### src/rtl/nic_pkg.sv
package nic_pkg;
  localparam int SYS_CNT     = 3;
  localparam int PERIPH_BASE = 16;
  localparam int WORD_SETEN  = 0;
  localparam int WORD_CLREN  = 1;
  localparam int WORD_PEND   = 2;
  localparam int WORD_PRIO0  = 4;
endpackage

### src/rtl/nic_regs.sv
module nic_regs
  import nic_pkg::*;
#(
  parameter int NUM_IRQ   = 32,
  parameter int PRIO_BITS = 2,
  parameter int ADDR_W    = 8
) (
  input  logic                               clk_i,
  input  logic                               rst_ni,
  input  logic                               bus_wr_i,
  input  logic [ADDR_W-1:0]                  bus_addr_i,
  input  logic [31:0]                        bus_wdata_i,
  input  logic [NUM_IRQ-1:0]                 pend_i,
  output logic [NUM_IRQ-1:0]                 en_o,
  output logic [NUM_IRQ-1:0][PRIO_BITS-1:0]  prio_o,
  output logic [31:0]                        bus_rdata_o
);
  localparam int WORD_W = ADDR_W - 2;

  logic [WORD_W-1:0] word;
  logic              unused_addr;

  assign word        = bus_addr_i[ADDR_W-1:2];
  assign unused_addr = ^bus_addr_i[1:0];

  always_ff @(posedge clk_i or negedge rst_ni) begin
    if (!rst_ni) begin
      en_o <= '0;
    end else if (bus_wr_i) begin
      if (word == WORD_W'(WORD_SETEN)) en_o <= en_o | bus_wdata_i[NUM_IRQ-1:0];
      else if (word == WORD_W'(WORD_CLREN)) en_o <= en_o & ~bus_wdata_i[NUM_IRQ-1:0];
    end
  end

  // one byte field per line, upper bits only
  for (genvar i = 0; i < NUM_IRQ; i++) begin : g_prio
    localparam int MSB = (i % 4) * 8 + 7;
    always_ff @(posedge clk_i or negedge rst_ni) begin
      if (!rst_ni) prio_o[i] <= '0;
      else if (bus_wr_i && word == WORD_W'(WORD_PRIO0 + i / 4))
        prio_o[i] <= bus_wdata_i[MSB -: PRIO_BITS];
    end
  end

  always_comb begin
    bus_rdata_o = '0;
    if (word == WORD_W'(WORD_SETEN) || word == WORD_W'(WORD_CLREN)) begin
      bus_rdata_o[NUM_IRQ-1:0] = en_o;
    end else if (word == WORD_W'(WORD_PEND)) begin
      bus_rdata_o[NUM_IRQ-1:0] = pend_i;
    end else begin
      for (int i = 0; i < NUM_IRQ; i++) begin
        if (word == WORD_W'(WORD_PRIO0 + i / 4))
          bus_rdata_o[(i % 4) * 8 + 7 -: PRIO_BITS] = prio_o[i];
      end
    end
  end
endmodule

### src/rtl/nic_pend.sv
module nic_pend #(
  parameter int N = 32
) (
  input  logic         clk_i,
  input  logic         rst_ni,
  input  logic [N-1:0] req_i,
  input  logic [N-1:0] en_i,
  input  logic [N-1:0] clr_i,
  output logic [N-1:0] pend_o
);
  logic [N-1:0] req_q;

  for (genvar i = 0; i < N; i++) begin : g_line
    logic set;
    // edge always latches; held level latches only while enabled
    assign set = req_i[i] & (~req_q[i] | en_i[i]);
    always_ff @(posedge clk_i or negedge rst_ni) begin
      if (!rst_ni) begin
        req_q[i]  <= 1'b0;
        pend_o[i] <= 1'b0;
      end else begin
        req_q[i] <= req_i[i];
        if (clr_i[i])  pend_o[i] <= 1'b0;
        else if (set)  pend_o[i] <= 1'b1;
      end
    end
  end
endmodule

### src/rtl/nic_arb.sv
module nic_arb #(
  parameter int N     = 35,
  parameter int LVL_W = 3,
  parameter int IDX_W = 6
) (
  input  logic [N-1:0]            elig_i,
  input  logic [N-1:0][LVL_W-1:0] lvl_i,
  output logic                    found_o,
  output logic [LVL_W-1:0]        win_lvl_o,
  output logic [IDX_W-1:0]        win_idx_o
);
  // ascending scan, strict compare keeps the lower index on ties
  always_comb begin
    found_o   = 1'b0;
    win_lvl_o = '1;
    win_idx_o = '0;
    for (int i = 0; i < N; i++) begin
      if (elig_i[i] && (!found_o || lvl_i[i] < win_lvl_o)) begin
        found_o   = 1'b1;
        win_lvl_o = lvl_i[i];
        win_idx_o = IDX_W'(i);
      end
    end
  end
endmodule

### src/rtl/nic_nest.sv
module nic_nest #(
  parameter int LVL_W = 3,
  parameter int DEPTH = 7
) (
  input  logic                       clk_i,
  input  logic                       rst_ni,
  input  logic                       push_i,
  input  logic                       pop_i,
  input  logic [LVL_W-1:0]           push_lvl_i,
  output logic [LVL_W-1:0]           cur_lvl_o,
  output logic [$clog2(DEPTH+1)-1:0] depth_o
);
  localparam int PTR_W = $clog2(DEPTH + 1);

  logic [DEPTH-1:0][LVL_W-1:0] stk_q;

  always_ff @(posedge clk_i or negedge rst_ni) begin
    if (!rst_ni) begin
      stk_q     <= '0;
      depth_o   <= '0;
      cur_lvl_o <= '1;
    end else if (pop_i) begin
      if (depth_o != '0) begin
        cur_lvl_o <= stk_q[depth_o - 1'b1];
        depth_o   <= depth_o - 1'b1;
      end
    end else if (push_i && depth_o != PTR_W'(DEPTH)) begin
      stk_q[depth_o] <= cur_lvl_o;
      cur_lvl_o      <= push_lvl_i;
      depth_o        <= depth_o + 1'b1;
    end
  end
endmodule

### src/rtl/nest_irq_ctrl.sv
module nest_irq_ctrl
  import nic_pkg::*;
#(
  parameter int NUM_IRQ   = 32,
  parameter int PRIO_BITS = 2,
  parameter int ADDR_W    = 8,
  localparam int VEC_W    = $clog2(PERIPH_BASE + NUM_IRQ)
) (
  input  logic               clk_i,
  input  logic               rst_ni,
  input  logic [NUM_IRQ-1:0] irq_i,
  input  logic               sys_rst_req_i,
  input  logic               nmi_i,
  input  logic               hard_fault_i,
  input  logic               bus_wr_i,
  input  logic [ADDR_W-1:0]  bus_addr_i,
  input  logic [31:0]        bus_wdata_i,
  output logic [31:0]        bus_rdata_o,
  input  logic               ack_i,
  input  logic               ret_i,
  output logic               irq_req_o,
  output logic [VEC_W-1:0]   irq_vec_o
);
  localparam int NUM_SRC  = SYS_CNT + NUM_IRQ;
  localparam int IDLE_LVL = SYS_CNT + (1 << PRIO_BITS);
  localparam int LVL_W    = $clog2(IDLE_LVL + 1);
  localparam int IDX_W    = $clog2(NUM_SRC);
  localparam int DEPTH    = IDLE_LVL;

  logic [NUM_IRQ-1:0]                en_q;
  logic [NUM_IRQ-1:0][PRIO_BITS-1:0] prio_q;
  logic [NUM_IRQ-1:0]                pend_q;
  logic [SYS_CNT-1:0]                sys_pend;
  logic [NUM_SRC-1:0]                elig;
  logic [NUM_SRC-1:0][LVL_W-1:0]     lvl;
  logic [NUM_SRC-1:0]                clr;
  logic                              found;
  logic [LVL_W-1:0]                  win_lvl;
  logic [IDX_W-1:0]                  win_idx;
  logic [LVL_W-1:0]                  cur_lvl;
  logic [$clog2(DEPTH+1)-1:0]        depth;
  logic                              accept;
  logic [VEC_W-1:0]                  win_vec;

  nic_regs #(.NUM_IRQ(NUM_IRQ), .PRIO_BITS(PRIO_BITS), .ADDR_W(ADDR_W)) u_regs (
    .clk_i, .rst_ni, .bus_wr_i, .bus_addr_i, .bus_wdata_i,
    .pend_i(pend_q), .en_o(en_q), .prio_o(prio_q), .bus_rdata_o
  );

  nic_pend #(.N(NUM_IRQ)) u_pend_periph (
    .clk_i, .rst_ni, .req_i(irq_i), .en_i(en_q),
    .clr_i(clr[NUM_SRC-1:SYS_CNT]), .pend_o(pend_q)
  );

  nic_pend #(.N(SYS_CNT)) u_pend_sys (
    .clk_i, .rst_ni, .req_i({hard_fault_i, nmi_i, sys_rst_req_i}),
    .en_i('1), .clr_i(clr[SYS_CNT-1:0]), .pend_o(sys_pend)
  );

  assign elig = {pend_q & en_q, sys_pend};

  for (genvar s = 0; s < SYS_CNT; s++) begin : g_sys_lvl
    assign lvl[s] = LVL_W'(s);
  end
  for (genvar p = 0; p < NUM_IRQ; p++) begin : g_per_lvl
    assign lvl[SYS_CNT+p] = LVL_W'(SYS_CNT) + LVL_W'(prio_q[p]);
  end

  nic_arb #(.N(NUM_SRC), .LVL_W(LVL_W), .IDX_W(IDX_W)) u_arb (
    .elig_i(elig), .lvl_i(lvl), .found_o(found),
    .win_lvl_o(win_lvl), .win_idx_o(win_idx)
  );

  nic_nest #(.LVL_W(LVL_W), .DEPTH(DEPTH)) u_nest (
    .clk_i, .rst_ni, .push_i(accept), .pop_i(ret_i),
    .push_lvl_i(win_lvl), .cur_lvl_o(cur_lvl), .depth_o(depth)
  );

  always_comb begin
    if (win_idx < IDX_W'(SYS_CNT)) win_vec = VEC_W'(win_idx) + VEC_W'(1);
    else win_vec = VEC_W'(win_idx) + VEC_W'(PERIPH_BASE - SYS_CNT);
  end

  assign irq_req_o = found && (win_lvl < cur_lvl);
  assign irq_vec_o = irq_req_o ? win_vec : '0;
  assign accept    = ack_i && irq_req_o && !ret_i;
  assign clr       = accept ? (NUM_SRC'(1) << win_idx) : '0;
endmodule

### config.mk
export PLATFORM = sky130hd
export DESIGN_NAME = nest_irq_ctrl
export DESIGN_NICKNAME = d
export VERILOG_FILES = /design/src/rtl/nic_pkg.sv /design/src/rtl/nic_regs.sv /design/src/rtl/nic_pend.sv /design/src/rtl/nic_arb.sv /design/src/rtl/nic_nest.sv /design/src/rtl/nest_irq_ctrl.sv
export SDC_FILE = /design/constraint.sdc
export NUM_CORES = 1
export LEC_CHECK = 0
export BUFFER_PORTS_ARGS = -buffer_cell sky130_fd_sc_hd__buf_4
export CELL_PAD_IN_SITES_DETAIL_PLACEMENT = 1
export CELL_PAD_IN_SITES_GLOBAL_PLACEMENT = 2
export CORE_MARGIN = 2
export CORE_UTILIZATION = 34
export DETAILED_ROUTE_END_ITERATION = 8
export PLACE_DENSITY = 0.73
export SLEW_MARGIN = 25
export SYNTH_ARGS = -nofsm -noshare
export SYNTH_HDL_FRONTEND = slang
export SYNTH_SLANG_ARGS = --single-unit
### constraint.sdc
create_clock -name clk_i -period 45.7 [get_ports clk_i]
set_input_delay 2.285 -clock clk_i [delete_from_list [all_inputs] [get_ports clk_i]]
set_output_delay 2.285 -clock clk_i [all_outputs]
set_load 0.01 [all_outputs]
==> impl_metrics.env <==
export IMPL_crit_top_cell="ha_4"
export IMPL_cp_end_kind="output port"
export IMPL_slowest_delay_ns=0.42
export IMPL_cap_violations=0
export IMPL_worst_slack_ns=-1.720
export IMPL_synth_nets=1909
export IMPL_grt_pass1_wl_um=102800
export IMPL_htree_levels=4
export IMPL_vias=16990
export IMPL_final_setup_viol_count=7
export IMPL_grt_antenna_before_repair=4
export IMPL_synth_top_area_share_pct=31.32
export IMPL_port_buffers=116
export IMPL_yosys_warnings=0
export IMPL_dp_cells=2689
export IMPL_worst_setup_path_type="reg -> out"
export IMPL_rsz0062_at_grt="yes"
export IMPL_dieArea_um2=45640
export IMPL_place_hpwl_um=46900
export IMPL_core_um2=43270
export IMPL_synth_top_cell_by_area="dfrtp_1"
export IMPL_clock_root_buffer="clkbuf_16"
export IMPL_clk_pin_slew_ns=0.08
export IMPL_routed_via_density=5.758
export IMPL_grt_max_degree=121
export IMPL_synthTopCellsByArea="dfrtp_1 31%, ha_1 9.0%, mux2_2 6.9%"
export IMPL_max_freq_mhz=21.09
export IMPL_yosysSeqAreaShare_pct=31.85
export IMPL_cts_hold_buf=0
export IMPL_netlist_top_cells_count="187 x dfrtp_1, 157 x a21oi_1, 151 x inv_1, 145 x nand2_1, 107 x ha_1"
export IMPL_layout_drive_gt1_share_pct=49.56
export IMPL_rr_worst_depth=269
export IMPL_cp_max_fo=6
export IMPL_cts_tree="built"
export IMPL_crit_arrival_ns=45.13
export IMPL_die_height_um=213.6
export IMPL_syn_area_um2=14940
export IMPL_r2r_slack_ns=0.31
export IMPL_avgSynthCellArea_um2=8.677
export IMPL_final_max_slew_viol_count=0
export IMPL_synth_ff_type="dfrtp_1"
export IMPL_fillers=4879
export IMPL_grt_pass1_vias=17790
export IMPL_synth_cells=1722
export IMPL_wl_per_cell_um=24.43
export IMPL_clk_path_buf_depth=2
export IMPL_hp_class="reg -> reg"
export IMPL_utilization_pct=54.57
export IMPL_cp_required_ns=43.42
export IMPL_synth_most_common_cell="dfrtp_1"
export IMPL_async_reset_ff_share_pct=100.0
export IMPL_row_count=76
export IMPL_drc_errors=0
export IMPL_fin_nets=2535
export IMPL_critPathLaunchType="register"
export IMPL_antenna_left=0
export IMPL_finalClockSkew_ns=0.02342
export IMPL_synth_edf_count=0
export IMPL_io_pins=119
export IMPL_overflow=0
export IMPL_relSlewSlack_pct=28.73
export IMPL_place_gp_congestion=0.8883
export IMPL_ys_types=99
export IMPL_totalWireLength_um=72060
export IMPL_tightest_slew_ns=1.060
export IMPL_drtIter0Drc=1083
export IMPL_syn2layout_area_growth_pct=58.03
export IMPL_firstDrtPassIters=5
export IMPL_synth_seq_cells=190
export IMPL_violations="negative setup slack"
export IMPL_die_x_um=213.6
export IMPL_crit_end="irq_vec_o[4]"
export IMPL_finalCritPeriodShare_pct=103.8
export IMPL_initial_core_util_pct=34.53
export IMPL_worstReg2RegStart="u_pend_sys.pend_o[0]$_DFFE_PN0P_"
export IMPL_stdcell_count=2950
export IMPL_grtUsageTotal_pct=29.95
export IMPL_cts_inserted_buffers=17
export IMPL_final_hold_viol_count=0
export IMPL_clock_latency_ns=0.53
export IMPL_worstReg2RegEnd="u_pend_periph.pend_o[4]$_DFFE_PN0P_"
export IMPL_status="finished, violations left"
export IMPL_cts_sinks=190
export IMPL_worstSetupStartpoint="u_pend_sys.pend_o[0]$_DFFE_PN0P_"
export IMPL_fin_crit_ns=47.42
export IMPL_crit_slowest_cell="or3b_4"
## cell usage in the layout (no fill, tap or decap), types with 10 or more instances in the layout
cell       Yosys  final
clkbuf_16      0     17
o21ai_4        0     10
nand2_2        0     20
o21ai_1       10     15
and3_1        15     10
nand2_4        0     11
a22o_1        34     34
nand4_1       12     12
o21ai_2        0     25
ha_4           0     38
o211ai_1      17     17
dfrtp_1      187    187
mux2i_1       11     11
nor2_1        91     62
nor2_4         0     19
inv_1        151    147
a21oi_4        0     18
o21a_1        23     22
a22oi_1       29     22
nor3_1        29     22
o21ai_0       73     33
and2_1        26     19
mux2_2        92     87
a21oi_2        3     34
nand3_1       58     43
a31oi_1       76     65
nor2_2         0     10
ha_1         107     59
ha_2           0     10
a21o_1        27     26
nand3_2        0     12
nand2_1      145    114
buf_6          2     42
a21oi_1      157    108
buf_4          1    622
nand2b_1      43     39
## timing repair
item / in CTS / in global routing
setup endpoints to repair: 69 / 69
pin swaps: 195 / 148
buffers inserted: 172 / 57
gates resized for setup: 286 / 169
## per-layer routing
| layer | vias to the layer above | track usage (%) | wire (um) |
|---|---|---|---|
| li1 | 7689 | - | - |
| met1 | 8575 | 37.58 | 29710 |
| met2 | 532 | 50.88 | 35240 |
| met3 | 191 | 4.892 | 3599 |
| met4 | 0 | 12.88 | 3504 |
| met5 | - | 0 | 0 |
## worst min path at each step
stage	startpoint	endpoint	slack [ns]	depth (start not counted)
floorplan	u_nest.stk_q[3]$_DFFE_PN0P_	u_nest.stk_q[3]$_DFFE_PN0P_	0.47	1
global placement	u_nest.stk_q[4]$_DFFE_PN0P_	u_nest.stk_q[4]$_DFFE_PN0P_	0.48	1
detailed placement	u_nest.stk_q[9]$_DFFE_PN0P_	u_nest.stk_q[9]$_DFFE_PN0P_	0.49	1
CTS	u_nest.stk_q[9]$_DFFE_PN0P_	u_nest.stk_q[9]$_DFFE_PN0P_	0.51	1
global route	u_nest.stk_q[2]$_DFFE_PN0P_	u_nest.stk_q[2]$_DFFE_PN0P_	0.54	1
finish	u_nest.stk_q[14]$_DFFE_PN0P_	u_nest.stk_q[14]$_DFFE_PN0P_	0.51	1
## layout make-up
type	instances	area, um^2	area share [%]
clock inverter	14	146.4	0.6200
timing repair buffer	669	5245	22.21
multi-input combinational	1318	11710	49.59
tap	585	732.0	3.100
clock buffer	18	439.2	1.860
inverter	152	573.1	2.427
antenna	4	10.01	0.04239
sequential	190	4758	20.15
## cells by family (layout without fill, tap and decap cells)
kind of cell	count (synthesis)	after routing	synth area share (%)
and+or+nand+nor	501	501	17.17
adders and majority gates	107	107	8.960
other	0	4	0
muxes	115	115	9.253
xor gates and xnor gates	5	5	0.2931
AOI/OAI and AO/OA	590	590	26.85
buffers and inverters	214	853	5.627
DFF	190	190	31.85
## critical path, delay by kind of cell, from the launching register on
family	cells	cell delay, ns
XOR/XNOR	1	0.15
buffers and inverters	23	2.85
AO/OA/AOI/OAI	127	20.60
flip-flops	1	0.40
AND/OR/NAND/NOR	76	10.68
adder cells (fa/ha/maj)	34	8.66
multiplexers	4	1.19
## stage by stage
step	hold slack [ns]	setup WS, ns	cell area, um^2	setup TNS [ns]
global placement	0.4837	-2.615	19050	-65.03
detailed placement	0.4950	-3.484	19060	-124.68
global route	0.5392	-3.818	23610	-126.43
CTS	0.5144	-0.3127	22240	-1.228
floorplan	0.4738	0.009234	15200	0
finish	0.5108	-1.720	23610	-11.39
Power is not shown: default switching activity piles up to over one toggle a cycle in this logic, so the estimate is an artifact.
